==> src/rtl/pa_pkg.sv <==
package pa_pkg;
    localparam int REG_AW = 2;
    localparam int REG_DW = 8;

    typedef enum logic [REG_AW-1:0] {
        ADDR_CTRL  = 2'd0,
        ADDR_COUNT = 2'd1,
        ADDR_FLAGS = 2'd2,
        ADDR_NONE  = 2'd3
    } pa_addr_e;

    // control bit positions
    localparam int CTRL_EN_BIT   = 6;
    localparam int CTRL_MODE_BIT = 5;
    localparam int CTRL_LVL_BIT  = 4;
    // flag bit positions
    localparam int FLAG_OVF_BIT  = 7;
    localparam int FLAG_EDGE_BIT = 6;

    typedef struct packed {
        logic enable;
        logic gated;
        logic lvl_sel;
    } pa_ctrl_t;
endpackage

==> src/rtl/pa_sync_edge.sv <==
module pa_sync_edge #(
    parameter int STAGES = 2
) (
    input  logic clk,
    input  logic rst,
    input  logic pin,
    output logic level,
    output logic rise,
    output logic fall
);
    localparam int DEPTH = STAGES + 1;

    typedef struct packed {
        logic [DEPTH-1:0] shift;
    } sync_state_t;

    sync_state_t st_d, st_q;

    always_comb begin
        st_d = st_q;
        st_d.shift = {st_q.shift[DEPTH-2:0], pin};
    end

    always_ff @(posedge clk) begin
        if (rst) st_q <= '0;
        else     st_q <= st_d;
    end

    logic prev_lvl;
    assign level    = st_q.shift[STAGES-1];
    assign prev_lvl = st_q.shift[STAGES];
    assign rise     = level & ~prev_lvl;
    assign fall     = ~level & prev_lvl;
endmodule

==> src/rtl/pa_prescaler.sv <==
module pa_prescaler #(
    parameter int DIV = 64
) (
    input  logic clk,
    input  logic rst,
    output logic tick
);
    localparam int PW = (DIV > 2) ? $clog2(DIV) : 1;
    localparam logic [PW-1:0] LAST = PW'(DIV - 1);

    typedef struct packed {
        logic [PW-1:0] phase;
    } pre_state_t;

    pre_state_t st_d, st_q;

    always_comb begin
        st_d = st_q;
        if (st_q.phase == LAST) st_d.phase = '0;
        else                    st_d.phase = st_q.phase + 1'b1;
    end

    always_ff @(posedge clk) begin
        if (rst) st_q <= '0;
        else     st_q <= st_d;
    end

    assign tick = (st_q.phase == LAST);
endmodule

==> src/rtl/pulse_accum.sv <==
module pulse_accum #(
    parameter int CNT_W       = 8,
    parameter int PRESCALE    = 64,
    parameter int SYNC_STAGES = 2
) (
    input  logic       clk,
    input  logic       rst,
    input  logic       pulse_in,
    input  logic [1:0] reg_addr,
    input  logic       reg_wr,
    input  logic [7:0] reg_wdata,
    output logic [7:0] reg_rdata,
    output logic       ovf_flag,
    output logic       edge_flag
);
    import pa_pkg::*;

    localparam logic [CNT_W-1:0] CNT_MAX = {CNT_W{1'b1}};

    typedef struct packed {
        pa_ctrl_t         ctrl;
        logic [CNT_W-1:0] count;
        logic             ovf;
        logic             edgef;
    } acc_state_t;

    acc_state_t st_d, st_q;

    logic sync_lvl, pin_rise, pin_fall, tick;

    pa_sync_edge #(.STAGES(SYNC_STAGES)) u_sync (
        .clk   (clk),
        .rst   (rst),
        .pin   (pulse_in),
        .level (sync_lvl),
        .rise  (pin_rise),
        .fall  (pin_fall)
    );

    pa_prescaler #(.DIV(PRESCALE)) u_pre (
        .clk  (clk),
        .rst  (rst),
        .tick (tick)
    );

    logic wr_ctrl, wr_count, wr_flags;
    logic gate_open, sel_edge, do_inc;

    always_comb begin
        wr_ctrl  = reg_wr && (reg_addr == ADDR_CTRL);
        wr_count = reg_wr && (reg_addr == ADDR_COUNT);
        wr_flags = reg_wr && (reg_addr == ADDR_FLAGS);
        // the gate is open when the pin differs from the inhibiting level
        gate_open = sync_lvl ^ st_q.ctrl.lvl_sel;
        // the same edge serves both modes: counted edge or end of gate
        sel_edge  = st_q.ctrl.lvl_sel ? pin_rise : pin_fall;
        if (!st_q.ctrl.enable)   do_inc = 1'b0;
        else if (st_q.ctrl.gated) do_inc = tick && gate_open;
        else                      do_inc = sel_edge;
    end

    always_comb begin
        st_d = st_q;
        if (wr_ctrl) begin
            st_d.ctrl.enable  = reg_wdata[CTRL_EN_BIT];
            st_d.ctrl.gated   = reg_wdata[CTRL_MODE_BIT];
            st_d.ctrl.lvl_sel = reg_wdata[CTRL_LVL_BIT];
        end
        if (wr_count)    st_d.count = reg_wdata[CNT_W-1:0];
        else if (do_inc) st_d.count = st_q.count + 1'b1;

        if (wr_flags && reg_wdata[FLAG_OVF_BIT])  st_d.ovf = 1'b0;
        if (do_inc && !wr_count && st_q.count == CNT_MAX) st_d.ovf = 1'b1;

        if (wr_flags && reg_wdata[FLAG_EDGE_BIT]) st_d.edgef = 1'b0;
        if (st_q.ctrl.enable && sel_edge)          st_d.edgef = 1'b1;
    end

    always_ff @(posedge clk) begin
        if (rst) st_q <= '0;
        else     st_q <= st_d;
    end

    always_comb begin
        reg_rdata = '0;
        case (reg_addr)
            ADDR_CTRL: begin
                reg_rdata[CTRL_EN_BIT]   = st_q.ctrl.enable;
                reg_rdata[CTRL_MODE_BIT] = st_q.ctrl.gated;
                reg_rdata[CTRL_LVL_BIT]  = st_q.ctrl.lvl_sel;
            end
            ADDR_COUNT: reg_rdata[CNT_W-1:0] = st_q.count;
            ADDR_FLAGS: begin
                reg_rdata[FLAG_OVF_BIT]  = st_q.ovf;
                reg_rdata[FLAG_EDGE_BIT] = st_q.edgef;
            end
            default: reg_rdata = '0;
        endcase
    end

    assign ovf_flag  = st_q.ovf;
    assign edge_flag = st_q.edgef;

    // observation points for the bound checker
    logic [CNT_W-1:0] obs_count;
    logic obs_en, obs_gated, obs_lvl, obs_tick, obs_sync;
    assign obs_count = st_q.count;
    assign obs_en    = st_q.ctrl.enable;
    assign obs_gated = st_q.ctrl.gated;
    assign obs_lvl   = st_q.ctrl.lvl_sel;
    assign obs_tick  = tick;
    assign obs_sync  = sync_lvl;
endmodule

==> config.mk <==
export PLATFORM = sky130hd
export DESIGN_NAME = pulse_accum
export DESIGN_NICKNAME = d
export VERILOG_FILES = /design/src/rtl/pa_pkg.sv /design/src/rtl/pa_sync_edge.sv /design/src/rtl/pa_prescaler.sv /design/src/rtl/pulse_accum.sv
export SDC_FILE = /design/constraint.sdc
export NUM_CORES = 1
export LEC_CHECK = 0
export BUFFER_PORTS_ARGS = -buffer_cell sky130_fd_sc_hd__buf_2
export CORE_UTILIZATION = 53
export DETAILED_ROUTE_END_ITERATION = 6
export PLACE_DENSITY = 0.78
export SYNTH_ARGS = -nofsm -noshare
export SYNTH_HDL_FRONTEND = slang
export SYNTH_HIERARCHICAL = 1
export SYNTH_SLANG_ARGS = --single-unit
==> constraint.sdc <==
create_clock -name clk -period 2.6 [get_ports clk]
set_clock_uncertainty 0.15 [all_clocks]
set_input_delay 0.39 -clock clk [delete_from_list [all_inputs] [get_ports clk]]
set_output_delay 0.39 -clock clk [all_outputs]
set_load 0.02 [all_outputs]
==> results by group <==
Status
  – Status: finished clean

Setup path
  – Reg-to-Reg End: obs_count[5]
  – R2R Setup Slk: 0.49 ns
  – Critical path data required time: 2.69 ns
  – Worst-path fanout max: 10
  – Critical path endpoint category: flip-flop
  – Worst reg-to-reg path cell count: 7
  – Reg-to-reg startpoint: u_pre/st_q[0]
  – Crit path kind: flip-flop to flip-flop
  – Crit start category: flip-flop
  – Critical Path AT: ~2.2 ns

Detailed routing
  – Routed wl met3: 75 um
  – Via count: 998
  – DR pass1 iterations: 4
  – Antenna viol nets, final: 0
  – Top Metal Used: met4
  – DRT met1 WL: 1120 um
  – Vias/cell: 5.54
  – Final WL: about 2300 um
  – Met2 wire length: around 1100 um
  – DRT iter0 DRCs: 12
  – DR WL/cell: roughly 13 um
  – DRC viols: 0

Clock network
  – Clock Pin Slew Worst Setup and Hold Paths: between 0.1 and 0.15 ns
  – Total CTS buffers: 3
  – CTS sink count: 22
  – Postcts setup bufs: 0
  – CTS tree: yes
  – Clk buf depth: 2
  – Htree depth: 1
  – CTS resizes: 0
  – CTS Hold Bufs: 0
  – Clock root buffer: clkbuf_4
  – Worst-Skew Late Latency: 0.30 ns

Synth
  – Number of distinct library cells after synthesis: 33
  – Post-Synthesis Cells: between 100 and 150
  – Asr flop ratio synth: 0%
  – Number of synthesized flops with an enable pin: 0
  – Post-Syn Nets: 149
  – Top FF cell, synth: dfxtp_1
  – Mapped Area: 1140 um2
  – Mean Syn Cell Area: 8.86 um2
  – Yosys reg bits: 22
  – Ys Warns: 6
  – Seq/Total Area, Yosys: 38.6%

Placed design
  – IO Port Bufs: 23
  – HPWL after DPL: between 1500 and 2000 um
  – Routability cong.: 0.871

Final layout
  – Area of the multi-input gates: 676 um2
  – Layout Utilization: roughly 67%
  – FILL cells: 175
  – Ant diodes: 0
  – Layout cell share with drive strength beyond 1: 24.8%
  – P&R area growth vs syn: 17.0%
  – Layout Nets: 174
  – Register area: 440 um2

Die
  – Core ar.: 2000 um2
  – Die W: 48.4 um
  – Num rows: 16
  – Die area: 2340 um2
  – Initial Util: 57.1%
  – DIE HEIGHT: 48.4 um
  – Ports: 24

STA
  – Fin crit share: between 80% and 90%
  – Relative slew margins: 75.9%
  – Unrepaired setup endpoints after global routing: false
  – TNS Setup: 0 ns
  – Final hold violation count: 0
  – Post-layout minimum cycle time: 2.11 ns
  – Actual slew at the worst max-slew pin: around 0.36 ns
  – Setup violations, final: 0
  – Fmax: 0.473 GHz
  – Final Max Tran Viols: 0

Power and ir drop
  – Sw Pwr: 157 uW
  – Tot Pwr: between 600 and 700 uW
  – P_int: 537 uW
  – Leakage power: 0.000564 uW
  – Power per cell area: 519 nW/um2
  – Seq pwr share: a little over half
  – Sw Ratio: approximately 23%
  – Max VDD drop: 583 uV
  – Clock Power Share: 37.6%
  – Logic pwr share: 9.6%

Global routing
  – Gr ovfl total: 0
  – Initial antenna violation count: 0
  – First-pass GRT wire length: approximately 4200 um
  – Tot GR Track Use: 22.7%
  – Largest net degree at the start of global routing: 20
  – Vias in the first global route: 948

Hold path
  – WHS Endpoint: u_sync/st_q[0]
  – Worst hold path type: input port to flip-flop
  – Hold Startpoint: pulse_in
  – Hold path depth: 2

Job
  – Max-cap viol count: 0
[sequential cells by signal, indices dropped and copies added (netlist names)]
register / count
ovf_flag: 1
u_sync/st_q: 3
obs_lvl: 1
obs_en: 1
edge_flag: 1
u_pre/st_q: 6
obs_gated: 1
obs_count: 8
[worst max-delay path: stages, from the launching register on]
cell      delay [ns]
dfxtp_1         0.40
ha_1            0.20
and3_2          0.22
and3_1          0.21
nand4_4         0.18
a211o_1         0.35
xor2_1          0.15
a211oi_2        0.20
[final cells by class]
class	instances	share of cell area, %
flip-flops and latches	22	33.0
well taps	27	2.53
multi-input cells	100	50.6
inverters	3	0.843
clock buffers	3	1.69
repair buffers	24	9.18
clock inverters	1	2.25
[cells in the mapped netlist, drive strengths merged, types with 2 or more instances]
library cell	number	share of area, %
clkbuf	3	0.99
a22o	2	1.5
nand4	2	2.4
nand3	11	5.3
nor2	15	4.9
a211oi	6	4.4
and4	2	1.5
a22oi	3	2.0
a21oi	10	4.7
dfxtp	22	39
o21ai	2	0.88
xor2	3	2.3
and3	3	1.9
and2	4	2.2
nand2	10	3.3
xnor2	7	5.4
nor2b	6	3.3
ha	6	6.6
inv	3	0.99
[metrics by stage]
step / area (um2) / setup WS [ns] / std cells / hold WS, ns
global route: 1340 / 0.339 / 180 / 0.106
global placement: 1280 / 0.594 / 176 / 0.279
finish: 1340 / 0.488 / 180 / 0.135
CTS: 1340 / 0.488 / 180 / 0.125
detailed placement: 1280 / 0.523 / 176 / 0.282
floorplan: 1140 / 0.639 / 129 / 0.264
[per-layer routing]
metal / track usage (%) / up-vias
met2: 38.3 / 23
met3: 3.77 / 2
met1: 29.5 / 466
met5: 0 / -
met4: 7.35 / 0
li1: - / 507
[how the worst max path moves through the flow]
| stage | startpoint | endpoint | slack, ns | depth (start not counted) |
|---|---|---|---|---|
| floorplan | u_pre/st_q[0] | obs_count[5] | 0.64 | 7 |
| global placement | u_pre/st_q[0] | obs_count[5] | 0.59 | 7 |
| global route | u_pre/st_q[0] | obs_count[5] | 0.34 | 7 |
| detailed placement | u_pre/st_q[0] | obs_count[5] | 0.52 | 7 |
| finish | u_pre/st_q[0] | obs_count[5] | 0.49 | 7 |
| CTS | u_pre/st_q[0] | obs_count[5] | 0.49 | 7 |
[power groups by stage]
stage	combinational, uW	sequential [uW]	clock (uW)
floorplan	43.3	369	0
global placement	64.1	373	0
detailed placement	66.0	374	0
CTS	66.5	366	268
global route	75.3	369	283
finish	66.5	367	261
[cells by family after synthesis]
| logic type | share of synthesized area (%) |
|---|---|
| compound gates | 17.6 |
| xor+xnor | 7.67 |
| fa+ha+maj | 6.57 |
| buf+inv | 2.30 |
| flops | 38.6 |
| mux | 0.986 |
| simple gates | 26.3 |
[cells in the final DEF (no fill, tap or decap), drive strengths merged, types with 4 or more instances in the layout]
cell type / count
a211oi: 6
a21oi: 10
and2: 4
buf: 24
dfxtp: 22
ha: 6
nand2: 10
nand3: 11
nor2: 15
nor2b: 6
xnor2: 7
Note: power is estimated with default switching activity, not from simulation.
